<file path="config.mk">
export PLATFORM = sky130hd
export DESIGN_NAME = wb_age_buf
export DESIGN_NICKNAME = d
export VERILOG_FILES = /design/src/rtl/wab_pkg.sv /design/src/rtl/wab_match.sv /design/src/rtl/wab_ring.sv /design/src/rtl/wb_age_buf.sv
export SDC_FILE = /design/constraint.sdc
export NUM_CORES = 1
export LEC_CHECK = 0
export CAP_MARGIN = 25
export CORE_ASPECT_RATIO = 0.6
export CORE_MARGIN = 4
export CORE_UTILIZATION = 45
export CTS_CLUSTER_SIZE = 40
export DETAILED_ROUTE_END_ITERATION = 8
export DONT_BUFFER_PORTS = 1
export HOLD_SLACK_MARGIN = 0.02
export PLACE_DENSITY_LB_ADDON = 0.12
export SYNTH_ARGS = -nofsm -noshare
export SYNTH_HDL_FRONTEND = slang
export SYNTH_SLANG_ARGS = --single-unit
</file>
<file path="constraint.sdc">
create_clock -name clk -period 4.5 [get_ports clk]
set_input_delay 1.125 -clock clk [delete_from_list [all_inputs] [get_ports clk]]
set_output_delay 1.125 -clock clk [all_outputs]
set_load 0.02 [all_outputs]
</file>
<file path="src/rtl/wab_pkg.sv">
package wab_pkg;
    localparam int WAB_DEPTH  = 8;
    localparam int WAB_TAG_W  = 6;
    localparam int WAB_DATA_W = 32;
endpackage

</file>
<file path="src/rtl/wab_match.sv">
// Associative tag search over the ring; lowest matching slot wins.
module wab_match #(
    parameter int DEPTH = 8,
    parameter int TAG_W = 6,
    localparam int PTR_W = (DEPTH > 1) ? $clog2(DEPTH) : 1
) (
    input  logic [DEPTH-1:0]            live_i,
    input  logic [DEPTH-1:0][TAG_W-1:0] tags_i,
    input  logic [TAG_W-1:0]            key_i,
    output logic                        hit_o,
    output logic [PTR_W-1:0]            idx_o
);
    logic [DEPTH-1:0] match;

    for (genvar g = 0; g < DEPTH; g++) begin : g_cmp
        assign match[g] = live_i[g] && (tags_i[g] == key_i);
    end

    always_comb begin
        hit_o = 1'b0;
        idx_o = '0;
        for (int i = DEPTH - 1; i >= 0; i--) begin
            if (match[i]) begin
                hit_o = 1'b1;
                idx_o = PTR_W'(i);
            end
        end
    end
endmodule

</file>
<file path="src/rtl/wab_ring.sv">
// Ring position arithmetic: insert slot, advanced head and full flag.
module wab_ring #(
    parameter int DEPTH = 8,
    localparam int PTR_W = (DEPTH > 1) ? $clog2(DEPTH) : 1,
    localparam int CNT_W = $clog2(DEPTH + 1)
) (
    input  logic [PTR_W-1:0] head_i,
    input  logic [CNT_W-1:0] count_i,
    output logic [PTR_W-1:0] tail_o,
    output logic [PTR_W-1:0] head_inc_o,
    output logic             full_o
);
    localparam int SUM_W = CNT_W + 1;
    logic [SUM_W-1:0] sum;

    always_comb begin
        sum = SUM_W'(head_i) + SUM_W'(count_i);
        if (sum >= SUM_W'(DEPTH)) begin
            sum = sum - SUM_W'(DEPTH);
        end
        tail_o     = PTR_W'(sum);
        head_inc_o = (head_i == PTR_W'(DEPTH - 1)) ? '0 : head_i + 1'b1;
        full_o     = (count_i == CNT_W'(DEPTH));
    end
endmodule

</file>
<file path="src/rtl/wb_age_buf.sv">
module wb_age_buf
    import wab_pkg::*;
#(
    parameter int DEPTH  = WAB_DEPTH,
    parameter int TAG_W  = WAB_TAG_W,
    parameter int DATA_W = WAB_DATA_W
) (
    input  logic              clk,
    input  logic              rst_n,
    input  logic              wb_valid,
    input  logic [TAG_W-1:0]  wb_tag,
    input  logic [DATA_W-1:0] wb_data,
    input  logic              free_valid,
    input  logic [TAG_W-1:0]  free_tag,
    input  logic              rd_valid,
    input  logic [TAG_W-1:0]  rd_tag,
    output logic              rd_hit,
    output logic              rd_miss,
    output logic [DATA_W-1:0] rd_data,
    output logic              rf_we,
    output logic [TAG_W-1:0]  rf_tag,
    output logic [DATA_W-1:0] rf_data
);
    localparam int PTR_W = (DEPTH > 1) ? $clog2(DEPTH) : 1;
    localparam int CNT_W = $clog2(DEPTH + 1);

    typedef struct packed {
        logic [DEPTH-1:0]             live;
        logic [DEPTH-1:0][TAG_W-1:0]  tag;
        logic [DEPTH-1:0][DATA_W-1:0] data;
        logic [PTR_W-1:0]             head;
        logic [CNT_W-1:0]             count;
    } ring_state_t;

    ring_state_t state_d, state_q;

    logic             rd_buf_hit, free_hit, full;
    logic [PTR_W-1:0] rd_idx, free_idx, tail, head_inc;
    logic             rd_bypass, free_head;
    logic [CNT_W-1:0] occ;

    assign occ = state_q.count;

    wab_match #(.DEPTH(DEPTH), .TAG_W(TAG_W)) u_rd_match (
        .live_i (state_q.live),
        .tags_i (state_q.tag),
        .key_i  (rd_tag),
        .hit_o  (rd_buf_hit),
        .idx_o  (rd_idx)
    );

    wab_match #(.DEPTH(DEPTH), .TAG_W(TAG_W)) u_free_match (
        .live_i (state_q.live),
        .tags_i (state_q.tag),
        .key_i  (free_tag),
        .hit_o  (free_hit),
        .idx_o  (free_idx)
    );

    wab_ring #(.DEPTH(DEPTH)) u_ring (
        .head_i     (state_q.head),
        .count_i    (state_q.count),
        .tail_o     (tail),
        .head_inc_o (head_inc),
        .full_o     (full)
    );

    always_comb begin
        state_d = state_q;

        // Lookup path: same-cycle writeback has priority over the ring.
        rd_bypass = rd_valid && wb_valid && (wb_tag == rd_tag);
        rd_hit    = rd_valid && (rd_bypass || rd_buf_hit);
        rd_miss   = rd_valid && !rd_hit;
        if (rd_bypass) begin
            rd_data = wb_data;
        end else if (rd_valid && rd_buf_hit) begin
            rd_data = state_q.data[rd_idx];
        end else begin
            rd_data = '0;
        end

        // Eviction path: only a live oldest slot reaches the register file.
        free_head = free_valid && free_hit && (free_idx == state_q.head);
        rf_we     = wb_valid && full && state_q.live[state_q.head] && !free_head;
        rf_tag    = state_q.tag[state_q.head];
        rf_data   = state_q.data[state_q.head];

        // Free clears first, then a writeback may claim the slot.
        if (free_valid && free_hit) begin
            state_d.live[free_idx] = 1'b0;
        end
        if (wb_valid) begin
            state_d.live[tail] = 1'b1;
            state_d.tag[tail]  = wb_tag;
            state_d.data[tail] = wb_data;
            if (full) begin
                state_d.head = head_inc;
            end else begin
                state_d.count = state_q.count + 1'b1;
            end
        end
    end

    always_ff @(posedge clk or negedge rst_n) begin
        if (!rst_n) begin
            state_q <= '0;
        end else begin
            state_q <= state_d;
        end
    end
endmodule

</file>
==> results.json <==
{
  "outcome": "finished, violations left",
  "violations": "negative setup slack",
  "drt-initial-drc-count": 947,
  "total_power_mw": 17.48,
  "tightest_slew_ps": 1051,
  "dieHeight_um": 162.6,
  "rsz0062_at_grt": "true",
  "first_global_vias": 12360,
  "ant_nets": 0,
  "final_core_util_pct": 53.81,
  "start_util_pct": 45.71,
  "multiInputGateArea_um2": 10070,
  "cp_slowest_cell": "or4b_4",
  "ys.flop_type": "dfrtp_1",
  "cts_made_buffers": 34,
  "drive_gt1_share_pct": 51.68,
  "arrival_ps": 3570,
  "crit_required_ps": 3380,
  "yosys.area.top_type_share_pct": 44.51,
  "power_density_nw_per_um2": 827.7,
  "syn-cell-area_um2": 17940,
  "num_rows": 56,
  "drt_first_pass_iters": 5,
  "routedWlPerCell_um": 27.87,
  "grt_overflow": 0,
  "die_width_um": 265.7,
  "synth_edf_count": 0,
  "critPathLaunchType": "input port",
  "fin_crit_ps": 4700,
  "clk_latency_ps": 540,
  "gp_congestion": 0.9410,
  "synth.avg_cell_area_um2": 13.73,
  "cts_tree": "done",
  "critical_path_peak_fanout": 9,
  "clk_pin_slew_ps": 60,
  "slew_viol_final": 0,
  "synth-seq-cells": 319,
  "yosysWarnings": 0,
  "seq_area_frac_synth_pct": 44.51,
  "fin_crit_sh_pct": 104.4,
  "via_per_inst": 6.173,
  "layout_setup_ws_ps": -199.6,
  "r2r_slack_ps": 1010,
  "critical_path.top_delay_family": "simple AND/OR/NAND/NOR gates",
  "antenna_cells": 0,
  "stdcell_count": 1888,
  "grt_max_degree": 320,
  "ys_types": 45,
  "drc": 0,
  "ir_drop_mv": 0.4122,
  "track_usage_pct": 24.19,
  "antenna_found_initial": 0,
  "area_delta_synth_final_pct": 17.72,
  "end_kind": "primary output",
  "nets": 1404,
  "cts_buffer_depth": 3,
  "finalClockSkew_ps": 19.75,
  "finalHoldViolations": 0,
  "fmax_ghz": 0.2128,
  "maxSlewHeadroom_pct": 29.92,
  "place_inst": 1807,
  "routed_wl_mm": 52.62,
  "drv_cap": 0,
  "ys_async_sr_fraction_pct": 100.0,
  "crit_type": "input port to primary output",
  "coreArea_um2": 39240,
  "p_leak_nw": 8.416,
  "ctsHoldBuffers": 0,
  "setup_viol": 32,
  "yosys.area.top_type": "dfrtp_1",
  "final_cell_mix": "376 x mux2_2, 314 x dfrtp_1, 78 x mux4_2, 72 x buf_4, 64 x mux2i_1",
  "cts_root_buf": "clkbuf_16",
  "final_common_cell": "mux2_2",
  "io_pins": 128,
  "crit_chain": "xnor2_1, nand4_1, nor4_4, buf_4, or4b_4, or3b_4, or3b_4, buf_12, buf_12, o211ai_4",
  "max_stage_delay_ps": 480,
  "hpwl_mm": 32.96,
  "htree_levels": 2,
  "numPortBuffers": 0,
  "syn_inst": 1306,
  "critPathBufInv": 3,
  "syn-num-nets": 1367,
  "cts_sinks": 319,
  "grt_first_pass_wirelength_mm": 79.89,
  "n_fill_cell": 3296,
  "synthTopCellsByArea": "dfrtp_1 45%, mux2_2 24%, mux4_2 9.8%, mux2i_1 3.6%, xnor2_1 2.8%",
  "vias": 11660,
  "dieArea_um2": 43220,
  "ff_latch_area_um2": 7994,
  "min_path_type": "input port to asynchronous set/reset pin"
}
==> kinds of logic after synthesis <==
logic type / Yosys count / share of synthesized area (%)
flip-flops: 319 / 44.51
adder cells (fa/ha/maj): 6 / 0.4604
multiplexers: 521 / 37.15
AO/OA/AOI/OAI: 150 / 6.997
AND/OR/NAND/NOR: 90 / 2.811
buffers and inverters: 111 / 2.748
XOR/XNOR: 109 / 5.323
==> path summary, 6_finish.rpt <==
| check | startpoint | to | cells past startpoint |
|---|---|---|---|
| hold reg to reg | occ[3]$_DFFE_PN0P_ | occ[3]$_DFFE_PN0P_ | 1 |
| max in group asynchronous | rst_n | asynchronous set/reset pin | 0 |
| min in group clk | occ[3]$_DFFE_PN0P_ | occ[3]$_DFFE_PN0P_ | 1 |
| setup reg to reg | state_q[5]$_DFFE_PN0P_ | register | 7 |
| hold / removal | rst_n | asynchronous set/reset pin | 0 |
| setup / recovery | rd_tag[3] | rd_data[20] | 10 |
==> cell type report <==
type | count | share of cell area (%)
multi-input cells | 876 | 47.70
clock buffers | 46 | 4.480
flip-flops and latches | 319 | 37.86
repair buffers | 108 | 5.926
clock inverters | 13 | 0.8711
inverters | 4 | 0.07111
well taps | 522 | 3.093
==> report_power, final <==
group          switching, mW  internal, mW  total, mW
Clock                   1.21          1.71       2.92
Sequential              1.47          4.39       5.86
Combinational           4.00          4.69       8.70
Total                   6.69          10.8       17.5
==> synth_stat cells (4+ instances only) <==
| master | instances |
|---|---|
| a22oi_1 | 32 |
| mux2_2 | 378 |
| a21o_1 | 4 |
| o22ai_1 | 32 |
| clkbuf_1 | 71 |
| nor4_1 | 16 |
| xor2_1 | 52 |
| buf_6 | 6 |
| o21ai_0 | 6 |
| buf_4 | 7 |
| mux4_2 | 78 |
| nor2_1 | 13 |
| mux2i_1 | 65 |
| a211o_1 | 32 |
| ha_1 | 5 |
| buf_1 | 19 |
| o211ai_2 | 30 |
| dfrtp_1 | 319 |
| nand2b_1 | 4 |
| inv_1 | 4 |
| xnor2_1 | 57 |
| nor2b_1 | 6 |
| nand4_1 | 18 |
| nand3_1 | 4 |
| nand2_1 | 14 |
==> metal layers <==
layer / track usage (%) / share of wire [%] / wire length (um) / up-vias
met5: 0 / 0 / 0 / -
met2: 36.36 / 44 / 23310 / 267
met3: 4.681 / 5.4 / 2822 / 70
met1: 36.68 / 49 / 25550 / 6239
li1: - / - / - / 5079
met4: 5.178 / 1.8 / 932 / 0
==> timing repair <==
item	4_1_cts	5_1_grt
gates resized for setup	15	45
endpoints found under the setup margin	32	32
buffers inserted	7	14
cloned	1	3
pin swaps	8	22
==> metrics by stage <==
stage | setup slack (ps) | area [um2] | setup TNS (ps) | hold slack, ps
6_report | -199.6 | 21110 | -5114 | 298.6
5_1_grt | -250.5 | 21110 | -6434 | 274.6
4_1_cts | -166.8 | 20760 | -4733 | 268.4
3_5_place_dp | -233.8 | 19380 | -5761 | 467.8
3_3_place_gp | -239.7 | 19380 | -6119 | 460.6
2_1_floorplan | -41.14 | 18250 | -1251 | 446.1
(Power assumes the default switching activity.)
